**src/rtl/wser_pkg.sv**
```systemverilog
package wser_pkg;
  localparam int unsigned WORD_W = 20;
  localparam int unsigned CHAR_W = 10;
endpackage

```
**src/rtl/wser_bit_ctr.sv**
```systemverilog
module wser_bit_ctr #(
  parameter int unsigned N = 20,
  localparam int unsigned CNT_W = $clog2(N)
) (
  input  logic             clk_i,
  input  logic             rst_ni,
  output logic [CNT_W-1:0] cnt_o,
  output logic             last_o
);
  logic [CNT_W-1:0] cnt_q;

  assign last_o = (cnt_q == CNT_W'(N-1));
  assign cnt_o  = cnt_q;

  always_ff @(posedge clk_i or negedge rst_ni) begin
    if (!rst_ni)     cnt_q <= '0;
    else if (last_o) cnt_q <= '0;
    else             cnt_q <= cnt_q + CNT_W'(1);
  end


  cnt_range_chk: assert property (@(posedge clk_i) disable iff (!rst_ni)
    cnt_q < CNT_W'(N));


  cnt_wrap_chk: assert property (@(posedge clk_i) disable iff (!rst_ni)
    last_o |=> cnt_q == '0);


  cnt_step_chk: assert property (@(posedge clk_i) disable iff (!rst_ni)
    !last_o |=> cnt_q == $past(cnt_q) + CNT_W'(1));
endmodule

```
**src/rtl/wser_shift.sv**
```systemverilog
module wser_shift #(
  parameter int unsigned W = 20
) (
  input  logic         clk_i,
  input  logic         rst_ni,
  input  logic         load_i,
  input  logic [W-1:0] word_i,
  input  logic         wrap_i,
  output logic         bit_o,
  output logic         wrap_o,
  output logic         vld_o
);
  logic [W-1:0] hold_q, sh_q;
  logic         hold_wrap_q, hold_vld_q, sh_wrap_q, sh_vld_q;

  // input stage: word and wrap travel together
  always_ff @(posedge clk_i or negedge rst_ni) begin
    if (!rst_ni) begin
      hold_q      <= '0;
      hold_wrap_q <= 1'b0;
      hold_vld_q  <= 1'b0;
    end else if (load_i) begin
      hold_q      <= word_i;
      hold_wrap_q <= wrap_i;
      hold_vld_q  <= 1'b1;
    end
  end

  always_ff @(posedge clk_i or negedge rst_ni) begin
    if (!rst_ni) begin
      sh_q      <= '0;
      sh_wrap_q <= 1'b0;
      sh_vld_q  <= 1'b0;
    end else if (load_i) begin
      sh_q      <= hold_q;
      sh_wrap_q <= hold_wrap_q;
      sh_vld_q  <= hold_vld_q;
    end else begin
      sh_q      <= sh_q >> 1;
    end
  end

  assign bit_o  = sh_q[0];
  assign wrap_o = sh_wrap_q;
  assign vld_o  = sh_vld_q;


  sh_load_chk: assert property (@(posedge clk_i) disable iff (!rst_ni)
    load_i |=> sh_q == $past(hold_q));


  sh_step_chk: assert property (@(posedge clk_i) disable iff (!rst_ni)
    !load_i |=> sh_q == ($past(sh_q) >> 1));


  hold_stable_chk: assert property (@(posedge clk_i) disable iff (!rst_ni)
    !load_i |=> $stable(hold_q) && $stable(hold_wrap_q));


  wrap_stable_chk: assert property (@(posedge clk_i) disable iff (!rst_ni)
    !load_i |=> $stable(sh_wrap_q));
endmodule

```
**src/rtl/wser_line.sv**
```systemverilog
module wser_line (
  input  logic sbit_i,
  input  logic wrap_i,
  input  logic vld_i,
  output logic line_p_o,
  output logic line_n_o,
  output logic loop_o
);
  always_comb begin
    if (!vld_i) begin
      line_p_o = 1'b0;
      line_n_o = 1'b1;
      loop_o   = 1'b0;
    end else if (wrap_i) begin
      line_p_o = 1'b1;
      line_n_o = 1'b0;
      loop_o   = sbit_i;
    end else begin
      line_p_o = sbit_i;
      line_n_o = ~sbit_i;
      loop_o   = 1'b0;
    end
  end
endmodule

```
**src/rtl/word_serializer.sv**
```systemverilog
module word_serializer #(
  parameter int unsigned WORD_W = wser_pkg::WORD_W
) (
  input  logic              clk_i,
  input  logic              rst_ni,
  input  logic [WORD_W-1:0] word_i,
  input  logic              wrap_i,
  output logic              word_tick_o,
  output logic              line_p_o,
  output logic              line_n_o,
  output logic              loop_o
);
  localparam int unsigned CNT_W = $clog2(WORD_W);

  logic [CNT_W-1:0] cnt;
  logic             last, sbit, swrap, svld;

  wser_bit_ctr #(.N(WORD_W)) u_ctr (
    .clk_i (clk_i),
    .rst_ni(rst_ni),
    .cnt_o (cnt),
    .last_o(last)
  );

  wser_shift #(.W(WORD_W)) u_shift (
    .clk_i (clk_i),
    .rst_ni(rst_ni),
    .load_i(last),
    .word_i(word_i),
    .wrap_i(wrap_i),
    .bit_o (sbit),
    .wrap_o(swrap),
    .vld_o (svld)
  );

  wser_line u_line (
    .sbit_i  (sbit),
    .wrap_i  (swrap),
    .vld_i   (svld),
    .line_p_o(line_p_o),
    .line_n_o(line_n_o),
    .loop_o  (loop_o)
  );

  assign word_tick_o = last;


  wrap_line_chk: assert property (@(posedge clk_i) disable iff (!rst_ni)
    (svld && swrap) |-> (line_p_o && !line_n_o));


  idle_chk: assert property (@(posedge clk_i) disable iff (!rst_ni)
    !svld |-> (!line_p_o && line_n_o && !loop_o));


  tick_cnt_chk: assert property (@(posedge clk_i) disable iff (!rst_ni)
    word_tick_o |-> cnt == CNT_W'(WORD_W-1));
endmodule

```
**config.mk**
```make
export PLATFORM = sky130hd
export DESIGN_NAME = word_serializer
export DESIGN_NICKNAME = d
export VERILOG_FILES = /design/src/rtl/wser_pkg.sv /design/src/rtl/wser_bit_ctr.sv /design/src/rtl/wser_shift.sv /design/src/rtl/wser_line.sv /design/src/rtl/word_serializer.sv
export SDC_FILE = /design/constraint.sdc
export NUM_CORES = 1
export LEC_CHECK = 0
export BUFFER_PORTS_ARGS = -buffer_cell sky130_fd_sc_hd__buf_4
export CORE_UTILIZATION = 50
export CTS_CLUSTER_SIZE = 16
export DETAILED_ROUTE_END_ITERATION = 12
export GPL_ROUTABILITY_DRIVEN = 0
export HOLD_SLACK_MARGIN = 0.02
export PLACE_DENSITY = 0.71
export SETUP_SLACK_MARGIN = 0.2
export SLEW_MARGIN = 40
export SYNTH_ARGS = -nofsm -noshare
export SYNTH_HDL_FRONTEND = slang
export SYNTH_SLANG_ARGS = --single-unit
```
**constraint.sdc**
```tcl
create_clock -name clk_i -period 1.7 [get_ports clk_i]
set_input_delay 0.255 -clock clk_i [delete_from_list [all_inputs] [get_ports clk_i]]
set_output_delay 0.255 -clock clk_i [all_outputs]
set_load 0.01 [all_outputs]
```
==> impl_metrics.ini <==
[global_routing]
grt_busiest_layer = met2
grt_overflow = 0
grt_usage_pct = 17.1
use_met1_pct = 22.9
grt_max_degree = 50
grt_pass1_vias = 1054
grtUsageMet3_pct = 6.21
grt_pass1_wl_mm = 5.21
grt_util_met2_pct = 25.8
antenna_found_initial = 0

[timing]
rsz0062_at_grt = true
final.setup.tns_ps = 0
setup_viol = 0
hold_viol = 0
fin_skew_ps = 4.14
max_slew.worst_pin.slew_ps = 597
final_max_slew_viol_count = 0
fmax_ghz = 0.604
fin_crit_ps = 1660
period_share_pct = 97.4
maxSlewHeadroom_pct = 60.2

[yosys]
yosysSeqAreaShare_pct = 59.7
ys_warn_count = 0
synth-seq-cells = 49
synth_area_mm2 = 0.00205
postSynthCellCount = 114
syn-num-nets = 138
synth_cell_types = 21
syn_area_per_cell_um2 = 18.0

[layout]
fill_cells = 262
drive_above_1_share_pct = 59.4
diodes = 0
final_util_pct = 67.9
instances_no_fill = 208
syn_to_final_growth_pct = 25.5
final_net_count = 184

[power]
irDropWorstVdd_mv = 0.563
leakagePower_nw = 1.22
powerDensity_mw_per_mm2 = 783

[route]
dr_total_vias = 1058
wl_per_cell_um = 15.8
wl_mm = 3.28
vias_per_cell = 5.09
first_pass_iters = 4
ant_nets = 0
drt_iter0_markers = 44
remaining_drc_errors = 0

[die]
start_util_pct = 54.1
rows = 22
die_w_um = 66.1
die_h_um = 66.1
coreArea_mm2 = 0.00380
dieArea_mm2 = 0.00437
num_io_pins = 27

[critical_path]
required_ps = 1440
critPathLaunchType = flip-flop
ff2ff_setup_slack_ps = 60
reg2reg_depth = 6
critPathKind = reg2out
worstPathArrival_ps = 1400
end_kind = primary output
critPathMaxFanout = 3

[hold_path]
hold_path_class = in2reg
holdPathStages = 2

[clock_tree]
path_clk_slew_ps = 80
cts_buffer_depth = 2
clkLatencyLatePin_ps = 290
cts_sinks = 49
cts_root_buf = clkbuf_8
cts_buffers = 5
htreeDepth = 2
cts_tree = done

[flow_run]
drv_cap = 0

[place]
dpl.hpwl_mm = 1.83
io_buffers = 26
dpl.cell_count = 186

[status]
outcome = finished clean
## critical path, cell delays in order, from the launching register on
cell,delay (ps)
dfrtp_1,360
ha_2,190
nor3b_4,230
buf_6,140
buf_12,100
buf_6,90
## worst paths after layout
check / from / endpoint
setup / recovery: u_ctr.cnt_o[0] / word_tick_o
hold / removal: word_i[18] / u_shift.hold_q[18]
setup reg to reg: u_ctr.cnt_o[0] / u_shift.sh_q[0]
hold reg to reg: u_shift.sh_q[19] / u_shift.sh_q[18]
max in group asynchronous: rst_ni / u_shift.hold_q[5]
min in group asynchronous: rst_ni / u_shift.wrap_o
## per-stage QoR
step                      worst slack [ps]  hold WS, ps  instance area (µm²)  power, mW
after floorplan                        223        -40.6                 2050       1.30
after global placement                 114          286                 2260       1.37
after detailed placement              72.2          302                 2260       1.38
after CTS                             42.0          174                 2490       2.05
after global routing                 -37.3          169                 2580       2.12
final                                 44.9          183                 2580       2.02
## logic make-up (layout without fill, tap and decap cells)
logic type,after synthesis,after routing,synth area share [%]
fa+ha+maj,1,1,0.609
mux,43,43,30.1
flops,49,49,59.7
simple gates,10,10,3.35
xor+xnor,1,1,0.426
buf+inv,7,53,4.81
compound gates,3,3,1.04
## power by group
part,leakage [nW],internal [mW],total [mW],switching [mW]
Clock,0.0443,0.323,0.663,0.340
Sequential,0.588,1.20,1.22,0.0197
Combinational,0.592,0.0879,0.131,0.0434
Total,1.22,1.61,2.02,0.403
## placed cells by master, fill, tap and decap left out, types with 2 or more instances in the layout
cell type and count:
buf_6 2, nand2_1 2, inv_1 2, buf_12 2
dfrtp_1 49, buf_4 34, mux2_4 41, buf_8 2
buf_16 2, clkbuf_8 6
## area by class of cell
class / count / area, µm² / area share [%]
multi-input cells: 58 / 759 / 29.5
well taps: 48 / 60.1 / 2.33
repair buffers: 44 / 438 / 17.0
inverters: 2 / 7.51 / 0.291
clock buffers: 7 / 86.3 / 3.35
flip-flops and latches: 49 / 1230 / 47.6
## per-layer routing
layer  up-vias  share of wire [%]
met1       546                 46
li1        485                  -
met2        22                 48
met4         0                1.4
met3         5                4.3
met5         -                  0
## sequential cells by signal, summed over array words and instances (netlist names)
register,count
u_shift.sh_q,20
u_shift.vld_o,1
u_shift.hold_q,20
u_ctr.cnt_o,5
u_shift.wrap_o,1
u_shift.hold_vld_q,1
u_shift.hold_wrap_q,1
## synth_stat cells, drive strengths merged
master / number / share of area, %
dfrtp: 49 / 60
mux2: 42 / 30
buf: 5 / 4.4
inv: 2 / 0.37
nand2: 2 / 0.37
a22o: 1 / 0.43
and2: 1 / 0.30
and3: 1 / 0.30
ha: 1 / 0.61
mux2i: 1 / 0.49
nand2b: 1 / 0.67
nand3: 1 / 0.24
nand3b: 1 / 0.37
nor2: 1 / 0.18
nor3b: 1 / 0.61
o21a: 1 / 0.37
o21ai: 1 / 0.24
or2: 1 / 0.30
xnor2: 1 / 0.43
## what timing repair did
| action | 4_1_cts | 5_1_grt |
|---|---|---|
| gates cloned | 2 | 1 |
| buffers inserted | 8 | 3 |
| hold buffers | 1 | 0 |
| endpoints found under the hold margin | 49 | 0 |
| resized for setup | 6 | 12 |
| pin swaps | 2 | 2 |
| endpoints found under the setup margin | 43 | 43 |
Note: power is estimated with default switching activity, not from simulation.
